--- src/rtl/sbit_pkg.sv ---
package sbit_pkg;

  typedef enum logic [1:0] {
    BOP_SET = 2'd0,
    BOP_CLR = 2'd1,
    BOP_INV = 2'd2,
    BOP_EXT = 2'd3
  } bop_e;

  typedef struct packed {
    logic hit;
    bop_e op;
    logic word;
    logic imm;
  } bdec_t;

  typedef struct packed {
    logic [6:0] opc;
    logic [2:0] f3;
    logic [6:0] f7;
    logic [6:0] care;
    bop_e       op;
    logic       word;
    logic       imm;
  } bpat_t;

  localparam logic [6:0] OPC_REG  = 7'b0110011;
  localparam logic [6:0] OPC_IMM  = 7'b0010011;
  localparam logic [6:0] OPC_REGW = 7'b0111011;
  localparam logic [6:0] OPC_IMMW = 7'b0011011;

  localparam logic [2:0] F3_MOD = 3'b001;
  localparam logic [2:0] F3_EXT = 3'b101;

  localparam logic [6:0] F7_SET = 7'b0010100;
  localparam logic [6:0] F7_CLR = 7'b0100100;
  localparam logic [6:0] F7_INV = 7'b0110100;

  localparam logic [6:0] CARE_ALL = 7'b1111111;
  localparam logic [6:0] CARE_SH6 = 7'b1111110;  // bit 25 is index

  localparam int NPAT = 15;

  localparam bpat_t PATS [NPAT] = '{
    '{OPC_REG,  F3_MOD, F7_SET, CARE_ALL, BOP_SET, 1'b0, 1'b0},
    '{OPC_REG,  F3_MOD, F7_CLR, CARE_ALL, BOP_CLR, 1'b0, 1'b0},
    '{OPC_REG,  F3_MOD, F7_INV, CARE_ALL, BOP_INV, 1'b0, 1'b0},
    '{OPC_REG,  F3_EXT, F7_CLR, CARE_ALL, BOP_EXT, 1'b0, 1'b0},
    '{OPC_IMM,  F3_MOD, F7_SET, CARE_SH6, BOP_SET, 1'b0, 1'b1},
    '{OPC_IMM,  F3_MOD, F7_CLR, CARE_SH6, BOP_CLR, 1'b0, 1'b1},
    '{OPC_IMM,  F3_MOD, F7_INV, CARE_SH6, BOP_INV, 1'b0, 1'b1},
    '{OPC_IMM,  F3_EXT, F7_CLR, CARE_SH6, BOP_EXT, 1'b0, 1'b1},
    '{OPC_REGW, F3_MOD, F7_SET, CARE_ALL, BOP_SET, 1'b1, 1'b0},
    '{OPC_REGW, F3_MOD, F7_CLR, CARE_ALL, BOP_CLR, 1'b1, 1'b0},
    '{OPC_REGW, F3_MOD, F7_INV, CARE_ALL, BOP_INV, 1'b1, 1'b0},
    '{OPC_REGW, F3_EXT, F7_CLR, CARE_ALL, BOP_EXT, 1'b1, 1'b0},
    '{OPC_IMMW, F3_MOD, F7_SET, CARE_ALL, BOP_SET, 1'b1, 1'b1},
    '{OPC_IMMW, F3_MOD, F7_CLR, CARE_ALL, BOP_CLR, 1'b1, 1'b1},
    '{OPC_IMMW, F3_MOD, F7_INV, CARE_ALL, BOP_INV, 1'b1, 1'b1}
  };

endpackage

--- src/rtl/sbit_decode.sv ---
module sbit_decode
  import sbit_pkg::*;
(
  input  logic [31:0] instr_i,
  output bdec_t       dec_o
);

  logic [NPAT-1:0] hit;

  for (genvar g = 0; g < NPAT; g++) begin : g_pat
    assign hit[g] = (instr_i[6:0] == PATS[g].opc) &&
                    (instr_i[14:12] == PATS[g].f3) &&
                    (((instr_i[31:25] ^ PATS[g].f7) & PATS[g].care) == 7'd0);
  end

  // patterns are disjoint, so an OR-merge acts as a one-hot mux
  always_comb begin
    logic [1:0] op_acc;
    logic       word_acc;
    logic       imm_acc;
    op_acc   = '0;
    word_acc = 1'b0;
    imm_acc  = 1'b0;
    for (int i = 0; i < NPAT; i++) begin
      if (hit[i]) begin
        op_acc   = op_acc | PATS[i].op;
        word_acc = word_acc | PATS[i].word;
        imm_acc  = imm_acc | PATS[i].imm;
      end
    end
    dec_o.hit  = |hit;
    dec_o.op   = bop_e'(op_acc);
    dec_o.word = word_acc;
    dec_o.imm  = imm_acc;
  end

endmodule

--- src/rtl/sbit_index.sv ---
module sbit_index
  import sbit_pkg::*;
#(
  parameter int XLEN = 64,
  parameter int WLEN = 32,
  localparam int IDX_W  = $clog2(XLEN),
  localparam int WIDX_W = $clog2(WLEN)
) (
  input  logic [XLEN-1:0]  rs2_i,
  input  logic [IDX_W-1:0] imm_idx_i,
  input  bdec_t            dec_i,
  output logic [IDX_W-1:0] idx_o
);

  logic [IDX_W-1:0] raw_idx;

  assign raw_idx = dec_i.imm ? imm_idx_i : rs2_i[IDX_W-1:0];

  always_comb begin
    if (dec_i.word) begin
      idx_o = '0;
      idx_o[WIDX_W-1:0] = raw_idx[WIDX_W-1:0];
    end else begin
      idx_o = raw_idx;
    end
  end

endmodule

--- src/rtl/sbit_alu.sv ---
module sbit_alu
  import sbit_pkg::*;
#(
  parameter int XLEN = 64,
  parameter int WLEN = 32,
  localparam int IDX_W = $clog2(XLEN)
) (
  input  logic [XLEN-1:0]  rs1_i,
  input  logic [IDX_W-1:0] idx_i,
  input  bdec_t            dec_i,
  output logic [XLEN-1:0]  result_o
);

  logic [XLEN-1:0] bit_mask;
  logic [XLEN-1:0] raw_res;
  logic [XLEN-1:0] shr_val;

  assign bit_mask = {{(XLEN-1){1'b0}}, 1'b1} << idx_i;
  assign shr_val  = rs1_i >> idx_i;

  always_comb begin
    unique case (dec_i.op)
      BOP_SET: raw_res = rs1_i | bit_mask;
      BOP_CLR: raw_res = rs1_i & ~bit_mask;
      BOP_INV: raw_res = rs1_i ^ bit_mask;
      default: raw_res = {{(XLEN-1){1'b0}}, shr_val[0]};
    endcase
  end

  always_comb begin
    if (!dec_i.hit)
      result_o = '0;
    else if (dec_i.word)
      result_o = {{(XLEN-WLEN){raw_res[WLEN-1]}}, raw_res[WLEN-1:0]};
    else
      result_o = raw_res;
  end

endmodule

--- src/rtl/sbit_exec_unit.sv ---
module sbit_exec_unit
  import sbit_pkg::*;
#(
  parameter int XLEN = 64,
  parameter int WLEN = 32,
  localparam int IDX_W = $clog2(XLEN)
) (
  input  logic [31:0]     instr_i,
  input  logic [XLEN-1:0] rs1_i,
  input  logic [XLEN-1:0] rs2_i,
  output logic [XLEN-1:0] result_o,
  output logic            valid_o,
  output logic [4:0]      rd_o
);

  bdec_t            dec;
  logic [IDX_W-1:0] idx;

  sbit_decode i_decode (
    .instr_i (instr_i),
    .dec_o   (dec)
  );

  sbit_index #(.XLEN(XLEN), .WLEN(WLEN)) i_index (
    .rs2_i     (rs2_i),
    .imm_idx_i (instr_i[20 +: IDX_W]),
    .dec_i     (dec),
    .idx_o     (idx)
  );

  sbit_alu #(.XLEN(XLEN), .WLEN(WLEN)) i_alu (
    .rs1_i    (rs1_i),
    .idx_i    (idx),
    .dec_i    (dec),
    .result_o (result_o)
  );

  assign valid_o = dec.hit;
  assign rd_o    = instr_i[11:7];

endmodule

--- config.mk ---
export PLATFORM = sky130hd
export DESIGN_NAME = sbit_exec_unit
export DESIGN_NICKNAME = d
export VERILOG_FILES = /design/src/rtl/sbit_pkg.sv /design/src/rtl/sbit_decode.sv /design/src/rtl/sbit_index.sv /design/src/rtl/sbit_alu.sv /design/src/rtl/sbit_exec_unit.sv
export SDC_FILE = /design/constraint.sdc
export NUM_CORES = 1
export LEC_CHECK = 0
export BUFFER_PORTS_ARGS = -buffer_cell sky130_fd_sc_hd__buf_2
export CAP_MARGIN = 15
export CORE_AREA = 5 5 100 121
export DETAILED_ROUTE_END_ITERATION = 10
export DIE_AREA = 0 0 105 126
export PLACE_DENSITY_LB_ADDON = 0.1
export SYNTH_ARGS = -nofsm -noshare
export SYNTH_HDL_FRONTEND = slang
export SYNTH_SLANG_ARGS = --single-unit
--- constraint.sdc ---
create_clock -name vclk -period 2.8
set_clock_uncertainty 0.1 [all_clocks]
set_input_delay 0 -clock vclk [all_inputs]
set_output_delay 0 -clock vclk [all_outputs]
set_load 0.02 [all_outputs]
Yosys cells after proc, flatten, opt, wreduce, memory -nomap -nowiden
Cells that the tools add are included.

word-level totals
  register bits = 0
  input bits = 160
  output and inout port bits = 70
  logic and storage cells = 77

cells by class
  equality and inequality tests = 8
  shift operators = 2
  mux-type cells = 30
  bitwise logic cells = 7
  reduce and logical (&&, ||, !) cells = 30

operators by type and width
  kind                    count
  $pmux W64 S3            1
  $mux W64                2
  $and A64 B64 Y64        1
  $not A64 Y64            1
  $or A64 B64 Y64         1
  $shl A1 B6 Y64 const A  1
  $shr A64 B6 Y1          1
  $xor A64 B64 Y64        1
  $logic_not A7 Y1        6
  $logic_and A1 B1 Y1     22
  $mux W1                 18
  $reduce_or A15 Y1       1
  $eq A7 B5 Y1 const B    2
  $eq A7 B6 Y1 const B    2
  $mux W2                 7
  $mux W6                 2
  $not A2 Y2              2
  $eq A3 B1 Y1 const B    1
  $eq A3 B3 Y1 const B    1
  $not A3 Y3              1
  $eq A2 B1 Y1 const B    1
  $eq A2 B2 Y1 const B    1
  $logic_not A2 Y1        1

Logic depth before layout (Yosys ltp)
Gate-level depths: netlist (run 1).

  depth in word-level cells = 18
  depth in mapped cells = 16
  mapped depth without buffers = 13

By module
A second synthesis (run 1) with hierarchy kept.

unflattened totals
  cells, all modules = 739
  area, all modules = 5007.3 um^2

by module, submodules not included
  module          instances  cells each  area each (um^2)  sequential area each (um^2)
  sbit_alu        1          699         4650.7            0.0
  sbit_decode     1          27          219.0             0.0
  sbit_index      1          8           100.1             0.0
  sbit_exec_unit  1          5           37.5              0.0

Worst setup path before layout (run 1)
Ideal clock, no wire load.

  path type = input port to output port
  start point = input instr_i[29]
  end point = output result_o[33]
  data arrival time = 2.965 ns
  data required time = 2.700 ns
  slack = -0.265 ns
  stages on the path = 14
  path buffers = 3
  path through = buf_2 -> nand2b_1 -> a2111oi_2 -> o21ai_2 -> mux2i_1 -> nor2_1 -> clkbuf_1 -> nand2_1 -> ha_1 -> a21oi_1 -> a221o_1 -> nand2_1 -> buf_2 -> a31oi_1

between the ends
  longest elaborated chain between the ends = 18
  elaborated cells on any way between the ends = 62
  classes of those cells = eq/ne: 2; shift: 1; mux: 30; bitwise: 6; reduce/logical: 23

ends and longest elaborated chain
  element                                                    RTL line              source
  start: declaration                                         sbit_exec_unit.sv:8   input logic [31:0] instr_i,
  branches (longest 17 deep; another with $logic_not A7 Y1)  --
  $mux W64 (*)                                               sbit_alu.sv:31        if (!dec_i.hit)
  end: declaration                                           sbit_exec_unit.sv:11  output logic [XLEN-1:0] result_o,

Every way passes the cells marked *.

Final worst setup path (run 1)
  start point = input instr_i[5]
  end point = output result_o[53]

between the ends
  longest elaborated chain between the ends = 18
  elaborated cells on any way between the ends = 65
  classes of those cells = eq/ne: 6; shift: 1; mux: 30; bitwise: 4; reduce/logical: 24

ends and longest elaborated chain
  element                                                  RTL line                             source
  $eq A7 B6 Y1 / $eq A7 B5 Y1 (equally long branches)      sbit_decode.sv:11                    assign hit[g] = (instr_i[6:0] == PATS[g].opc) &&
  $logic_and A1 B1 Y1                                      sbit_decode.sv:11
  $logic_and A1 B1 Y1                                      sbit_decode.sv:12                    (instr_i[14:12] == PATS[g].f3) &&
  $mux W1                                                  sbit_decode.sv:25                    if (hit[i]) begin
  $mux W2 / $mux W1 (equally long branches) (2 in series)  sbit_decode.sv:25
  $mux W1                                                  sbit_decode.sv:25
  $mux W2 / $mux W1 (equally long branches) (2 in series)  sbit_decode.sv:25
  $mux W1                                                  sbit_decode.sv:25
  $mux W2 / $mux W6 (equally long branches)                sbit_decode.sv:25, sbit_index.sv:17
  $mux W2 / $mux W6 (equally long branches)                sbit_decode.sv:25, sbit_index.sv:20
  $mux W1 / $shl A1 B6 Y64 (equally long branches)         sbit_decode.sv:25, sbit_alu.sv:18
  $mux W2 / $not A64 Y64 (equally long branches)           sbit_decode.sv:25, sbit_alu.sv:24
  $eq A2 B2 Y1, or another cell as far along               sbit_alu.sv:22                       unique case (dec_i.op)
  $pmux W64 S3                                             sbit_alu.sv:22
  $mux W64                                                 sbit_alu.sv:33                       else if (dec_i.word)
  $mux W64 (*)                                             sbit_alu.sv:31

Mark *: on every way between the ends. The rest lies on a longest branch, timed or not.

==> impl_summary.md, run 1 <==
Route
The routed length per instance is 17.5 microns. For this block, the routed nets add up to 18,300 microns of wire. For this run, design rule violations remaining after detail routing come to 0. The number of vias after detailed routing is 5,986. The via-per-instance ratio is 5.73. The count of routing violations after the opening detailed-route iteration is 279.

The count of TritonRoute iterations in the first routing pass is 5. The count of nets left with antenna violations once routing finished came out at 0.

Placed design
Prior to clock tree synthesis, the placed netlist has a worst setup slack of -0.177 ns. The detailed placement HPWL is 13,800 microns. The count of buffers added on input and output ports is 157. Routability-driven placement finished with a final weighted congestion of 0.874.

Critical path
The worst path arrival time is 2.83 ns. The sort of element at the start of the critical path is an input port. The data required time at the worst endpoint is 2.70 ns. The worst setup path is captured at an output pin. The maximum fanout encountered on the critical timing path is 8.

The worst setup path is of the in2out kind.

Cells and area
The fraction of layout instances using a drive strength above 1 is 35.5%. The clock buffer instance count of the final layout is 0. From synthesis to final layout, the design area changed by 52.8%. Registers take 0 sq um. The number of inserted diodes is 0. The design has 0 sequential cells. The final net count is 1,203.

GRT
The wire length of the first global-routing pass is 28,700 microns. The fraction of met1 tracks used by global routing is 30.9%. After global routing the overflow that remains totals 0.

The overall global routing resource usage is 25.3%. The maximum number of pins on one net before global-route repair is 66. The busiest layer in global routing is met2. The met2 usage is 47.2%. The via count of the first global-routing pass came to 5,851. In the global route stage, met3 resource usage came out at 2.97%. The initial antenna violation count is 2.

STA
In the finished design, the share of the clock period the worst path needs comes to 105%. The number of endpoints failing setup at the final stage is 26. The worst slew slack as a fraction of its limit is 40.2%. Hold timing on the final database bottoms out at a slack of 0.497 ns. The slew at the pin closest to its max-slew limit is 0.897 ns.

The count of pins over their slew limit came to 0. Setup repair after global routing could not meet its margin everywhere. The maximum achievable frequency is 0.341 GHz.

The least setup slack across all paths after layout is -0.130 ns. The count of endpoints failing hold in the final timing report was 0. The minimum clock period is 2.93 ns.

Status
The final reports fail on negative setup slack. The run finished, with violations left.

Logic synthesis
The total nets after synthesis is 1,018. The distinct cell type count after synthesis is 47. sky130_fd_sc_hd__ha_1 takes more of the synthesized area than any other cell.

The mean instance size in the synthesized netlist is 6.35 sq um. The cell area that synthesis handed to floorplanning was 0.00464 sq mm. The Yosys step of the flow raised 0 warnings. The area share of the largest cell type after synthesis is 34.5%. After synthesis, flip-flops and latches occupy 0% of the total area. Synthesis produced a netlist whose cell count is 730. By area the synthesized netlist is led by sky130_fd_sc_hd__ha_1 35%, sky130_fd_sc_hd__nand2_1 16%, sky130_fd_sc_hd__o211ai_1 10%.

Worst hold path
The number of cells on the worst hold path is 6. The min-delay analysis places its worst path in the category in2out. The terminating pin of the worst hold path is result_o[12]. The hold path startpoint is rs1_i[12].

Power
The overall power of the completed layout is 537 uW. VDD sags by at most 39.2 uV. The leakage power total is 0.00327 uW.

For this design the ratio of total power to cell area is 75.8 mW/mm^2.

Die
The area of the core region is 0.0108 sq mm. The floorplan die width is 105 microns. The initialized floorplan defines 42 standard-cell rows. The count of pins on the block boundary is 230. The die is 126 microns tall.

The full die area is 0.0132 sq mm. The initial core utilization is 42.8%.

Job
Max-cap violations in this run came to 0.
-- layer usage --
layer	wire length (microns)	vias up
li1	-	2908
met1	7150	2838
met2	9650	206
met3	1080	30
met4	405	4
met5	25	-
-- critical path, cell delays in order --
cell and delay [ns]:
sky130_fd_sc_hd__buf_6 0.09, sky130_fd_sc_hd__or4b_4 0.54, sky130_fd_sc_hd__nor3_4 0.16, sky130_fd_sc_hd__o21ai_4 0.12
sky130_fd_sc_hd__buf_4 0.17, sky130_fd_sc_hd__mux2i_2 0.15, sky130_fd_sc_hd__nor2_2 0.17, sky130_fd_sc_hd__nand2_4 0.09
sky130_fd_sc_hd__ha_4 0.17, sky130_fd_sc_hd__nor2_4 0.08, sky130_fd_sc_hd__a21oi_2 0.05, sky130_fd_sc_hd__a221o_1 0.34
sky130_fd_sc_hd__nand2_4 0.18, sky130_fd_sc_hd__buf_4 0.15, sky130_fd_sc_hd__buf_12 0.13, sky130_fd_sc_hd__a31oi_4 0.04
sky130_fd_sc_hd__buf_6 0.19
-- synth_stat cells (all sizes together), types with 12 or more instances --
master,number
o21ai,12
buf,25
a21oi,36
o22ai,22
clkbuf,36
nand2,194
a31oi,35
ha,128
nor2,44
nor3,16
o211ai,64
inv,69
-- metrics by stage --
| step | TNS, ns | cell area, sq um | std cells | utilization, % |
|---|---|---|---|---|
| after floorplan | 0 | 5150 | 730 | - |
| after global placement | -2.74 | 6390 | 1025 | 59.0 |
| after detailed placement | -4.82 | 6390 | 1025 | 59.0 |
| after CTS | -1.81 | 6850 | 1040 | 63.3 |
| after global routing | -4.89 | 7090 | 1045 | 65.5 |
| final | -2.88 | 7090 | 1045 | 65.5 |
-- repair_timing --
action,in CTS,in global routing
resized for setup,79,55
setup endpoints to repair,45,58
pin swaps,7,15
gates cloned,1,2
hold endpoints to repair,5,0
buffers inserted,9,6
hold buffers,5,0
-- layout by cell type, fill, tap and decap left out, types with 3 or more instances in the layout --
| cell | n |
|---|---|
| sky130_fd_sc_hd__nor2_2 | 9 |
| sky130_fd_sc_hd__dlygate4sd3_1 | 5 |
| sky130_fd_sc_hd__nor2b_1 | 4 |
| sky130_fd_sc_hd__o21ai_0 | 5 |
| sky130_fd_sc_hd__mux2_2 | 3 |
| sky130_fd_sc_hd__nand2_2 | 3 |
| sky130_fd_sc_hd__o211ai_1 | 64 |
| sky130_fd_sc_hd__nor3_1 | 13 |
| sky130_fd_sc_hd__a31oi_4 | 30 |
| sky130_fd_sc_hd__ha_1 | 126 |
| sky130_fd_sc_hd__buf_2 | 116 |
| sky130_fd_sc_hd__buf_12 | 10 |
| sky130_fd_sc_hd__a21oi_2 | 4 |
| sky130_fd_sc_hd__mux2i_2 | 3 |
| sky130_fd_sc_hd__a21oi_1 | 32 |
| sky130_fd_sc_hd__a31oi_1 | 3 |
| sky130_fd_sc_hd__inv_1 | 69 |
| sky130_fd_sc_hd__nor2_4 | 9 |
| sky130_fd_sc_hd__o22ai_1 | 22 |
| sky130_fd_sc_hd__nor2_1 | 26 |
| sky130_fd_sc_hd__buf_6 | 39 |
| sky130_fd_sc_hd__o21ai_1 | 5 |
| sky130_fd_sc_hd__nand2_1 | 189 |
| sky130_fd_sc_hd__nand2b_1 | 3 |
| sky130_fd_sc_hd__buf_4 | 71 |
-- power by group --
| group | internal, uW | leakage [uW] | switching, uW |
|---|---|---|---|
| registers | 0 | 0 | 0 |
| logic | 235 | 0.00327 | 302 |
| clock network | 0 | 0 | 0 |
| total | 235 | 0.00327 | 302 |
-- worst max path at each step --
stage | slack [ns] | end | start
5_1_grt | -0.19 | result_o[50] | instr_i[5]
6_report | -0.13 | result_o[53] | instr_i[5]
3_5_place_dp | -0.18 | result_o[61] | instr_i[14]
4_1_cts | -0.08 | result_o[36] | instr_i[5]
3_3_place_gp | -0.10 | result_o[58] | instr_i[14]
2_1_floorplan | 0.01 | result_o[32] | instr_i[29]
-- cell type report --
cell class,instances,area (sq um)
Multi-Input combinational cell,600,4810
Tap cell,132,165
Timing Repair Buffer,244,1850
Fill cell,995,3740
Inverter,69,259
-- cells by family (layout without fill, tap and decap cells) --
logic type | after synthesis | count (layout) | synth area share, %
simple gates | 279 | 279 | 25.0
compound gates | 181 | 181 | 25.7
buf+inv | 130 | 313 | 11.8
fa+ha+maj | 128 | 128 | 34.5
mux | 11 | 11 | 2.83
xor+xnor | 1 | 1 | 0.189
Power figures use the tool's default switching activity.
==> run 2: changes to the inputs <==
--- a/config.mk
+++ b/config.mk
@@ -7,9 +7,11 @@
 export LEC_CHECK = 0
 export BUFFER_PORTS_ARGS = -buffer_cell sky130_fd_sc_hd__buf_2
 export CAP_MARGIN = 15
-export CORE_AREA = 5 5 100 121
+export CELL_PAD_IN_SITES_DETAIL_PLACEMENT = 1
+export CELL_PAD_IN_SITES_GLOBAL_PLACEMENT = 2
+export CORE_AREA = 5 5 139 168
 export DETAILED_ROUTE_END_ITERATION = 10
-export DIE_AREA = 0 0 105 126
+export DIE_AREA = 0 0 144 173
 export PLACE_DENSITY_LB_ADDON = 0.1
 export SYNTH_ARGS = -nofsm -noshare
 export SYNTH_HDL_FRONTEND = slang
==> run 2 against run 1 <==
Effect of this change: the flow still finishes with violations (negative setup slack); via count barely moved; setup slack lost 0.031 ns; critical path depth did not move; wire length is 32% higher; core utilization shrank 30 points; global-route usage is 6.6 points lower; worst hold slack better by 0.0065 ns; final area grew 6.0%; fmax fell by 1.0%; critical path type unchanged; critical endpoint is now result_o[32]; largest cell class unchanged; largest power group unchanged.
==> impl_summary.md, run 2 (same netlist as run 1, synthesis figures left out) <==
Route
In the routed design, unresolved DRC markers number 0. In this run, the number of DRC markers left after iteration 0 of detailed routing was 168. The via-per-instance ratio is 5.01. After detailed routing, the average wire length per cell comes to 20.2 microns. Once detail routing completed, the nets flagged for antenna violations numbered 0. The routed layout has 5,989 vias. The routed design has 24,100 microns of wire. The first TritonRoute pass finished after 4 iterations.

GRT
Entering global routing, the biggest net connects 97 pins. The wire length of the first global-routing pass is 37,200 microns. The met2 usage is 37.5%. The busiest layer in global routing is met2. The initial antenna violation count is 0.

For this run, global-route usage on met3 was measured as 0.773%. The sum of overflow across all layers after global routing is 0. The overall global routing resource usage is 18.7%. The via count of the first global-routing pass was 6,540. Global routing consumed, on the met1 layer, 22.1% of the routing resources.

STA
For the pin with the worst max-slew slack, the measured transition is 0.929 ns. The least setup slack across all paths after layout is -0.161 ns. In the finished design, the share of the clock period the worst path needs comes to 106%. The count of endpoints failing hold in the final timing report was 0.

Counting I/O delays and the setup requirement, the final critical path takes 2.96 ns. In the final timing run, aggregate negative setup slack is -3.49 ns. Setup repair after global routing could not meet its margin everywhere.

The worst slew slack as a fraction of its limit is 38.0%. The number of endpoints failing setup at the final stage is 40. The count of pins over their slew limit came to 0. The maximum achievable frequency is 0.338 GHz.

Die
Row generation in the floorplan step produced 59 rows. The floorplan step defined a die boundary enclosing 0.0249 sq mm. The die is 144 microns wide.

230 I/O pins were placed. For this configuration, the core starts out at a cell density of 21.6%. After floorplanning, the core was sized to cover 0.0215 sq mm. The die is 173 microns tall.

Status
The checks that failed: negative setup slack. The run finished, with violations left.

Critical path
STA classifies the critical path startpoint as an input port. The data required time at the worst endpoint is 2.70 ns. The kind of end point of the critical path is an output pin. The type of the worst setup path is in2out. Data on the critical path arrives at its endpoint at 2.86 ns. The maximum fanout encountered on the critical timing path is 8.

Placed design
The detailed placement HPWL is 18,800 microns. The global placer's final weighted congestion is 0.813. The cell area after placement is 0.00665 sq mm.

Port buffering added 157 buffers.

Cells and area
Once layout is done, the placed cells without fillers occupy 0.00751 sq mm. The most common library cell in the layout ignoring fill and taps is sky130_fd_sc_hd__nand2_1. Across the whole layout, storage elements account for 0 sq um. Of the cells placed in the final design, the portion with a size suffix greater than 1 is 37.0%.

Leaving out fill and tap cells, the most frequent cells in the layout are 185 x sky130_fd_sc_hd__nand2_1, 126 x sky130_fd_sc_hd__ha_1, 100 x sky130_fd_sc_hd__buf_2. The clock buffer instance count of the final layout is 0. Summing all multi-input logic gate instances after layout gives 0.00490 sq mm.

The area growth from synthesis to layout is 62.0%. The fill cell instance count of the final layout is 2,647. The design has 0 sequential cells. The final net count is 1,212. The share of the core filled with cells is 35.0%. The number of inserted diodes is 0.

Power
Power spread over the standard cell area amounts to 78.5 mW/mm^2. Summed over all cells, the static leakage comes to 0.00334 uW. VDD sags by at most 26.5 uV. The design draws 590 uW.

Worst hold path
The tightest min-delay check is of the in2out type.

Job
Across the run, the number of max-cap violations was 0.
==> run 2: changes by cell type in the layout (fill, tap and decap cells not counted), moves of 3 or more <==
cell                      before  now
sky130_fd_sc_hd__nand2_2       3    7
sky130_fd_sc_hd__nor2_4        9   16
sky130_fd_sc_hd__a21oi_1      32   29
sky130_fd_sc_hd__buf_4        71   88
sky130_fd_sc_hd__buf_2       116  100
sky130_fd_sc_hd__nor2_2        9    1
sky130_fd_sc_hd__a21oi_2       4    7
sky130_fd_sc_hd__buf_6        39   46
sky130_fd_sc_hd__nand2_1     189  185
==> run 2: worst paths after layout <==
kind	start	slack, ns	cells past startpoint	endpoint
worst max-delay path	instr_i[25]	-0.16	17	result_o[32]
worst min-delay path	rs1_i[10]	0.50	6	result_o[10]
==> run 2: per-stage QoR <==
stage	setup WS, ns	hold slack, ns	instances
after floorplan	0.0111	0.0126	730
after global routing	-0.246	0.532	1196
after global placement	-0.424	-0.0999	1176
after CTS	-0.181	0.507	1194
final	-0.161	0.503	1196
after detailed placement	-0.509	-0.0999	1176
==> run 2: critical path, stage by stage <==
cell	delay (ns)
sky130_fd_sc_hd__buf_6	0.09
sky130_fd_sc_hd__or4b_4	0.54
sky130_fd_sc_hd__nor3_4	0.17
sky130_fd_sc_hd__o21ai_4	0.13
sky130_fd_sc_hd__buf_6	0.15
sky130_fd_sc_hd__mux2i_4	0.19
sky130_fd_sc_hd__nor2_4	0.15
sky130_fd_sc_hd__nand2_4	0.09
sky130_fd_sc_hd__ha_4	0.17
sky130_fd_sc_hd__nor2_4	0.10
sky130_fd_sc_hd__a21oi_2	0.05
sky130_fd_sc_hd__a221o_1	0.37
sky130_fd_sc_hd__nand2_4	0.11
sky130_fd_sc_hd__buf_12	0.13
sky130_fd_sc_hd__buf_12	0.15
sky130_fd_sc_hd__a31oi_1	0.05
sky130_fd_sc_hd__buf_4	0.21
==> run 2: layout make-up <==
class,instances,share of cell area (%)
repair buffers,253,26.8
multi-input cells,600,65.2
well taps,274,4.56
inverters,69,3.45
==> run 2: repair_timing <==
action                     4_1_cts  5_1_grt
cloned                           3        0
gates resized for setup        138       44
pin swaps                       30       26
setup endpoints to repair       62       63
hold buffers                     5        0
hold endpoints to repair         5        0
buffers inserted                10        4
==> run 2: metal layers <==
| metal | part of all wire (%) | wire length, microns | vias up |
|---|---|---|---|
| met4 | 1.3 | 308 | 0 |
| met2 | 55 | 13300 | 109 |
| li1 | - | - | 2905 |
| met3 | 2.8 | 676 | 16 |
| met5 | 0 | 0 | - |
| met1 | 41 | 9840 | 2959 |
==> run 2: where the power goes <==
part	total, uW	internal (uW)	switching, uW
Combinational	590	256	334
Sequential	0	0	0
Clock	0	0	0
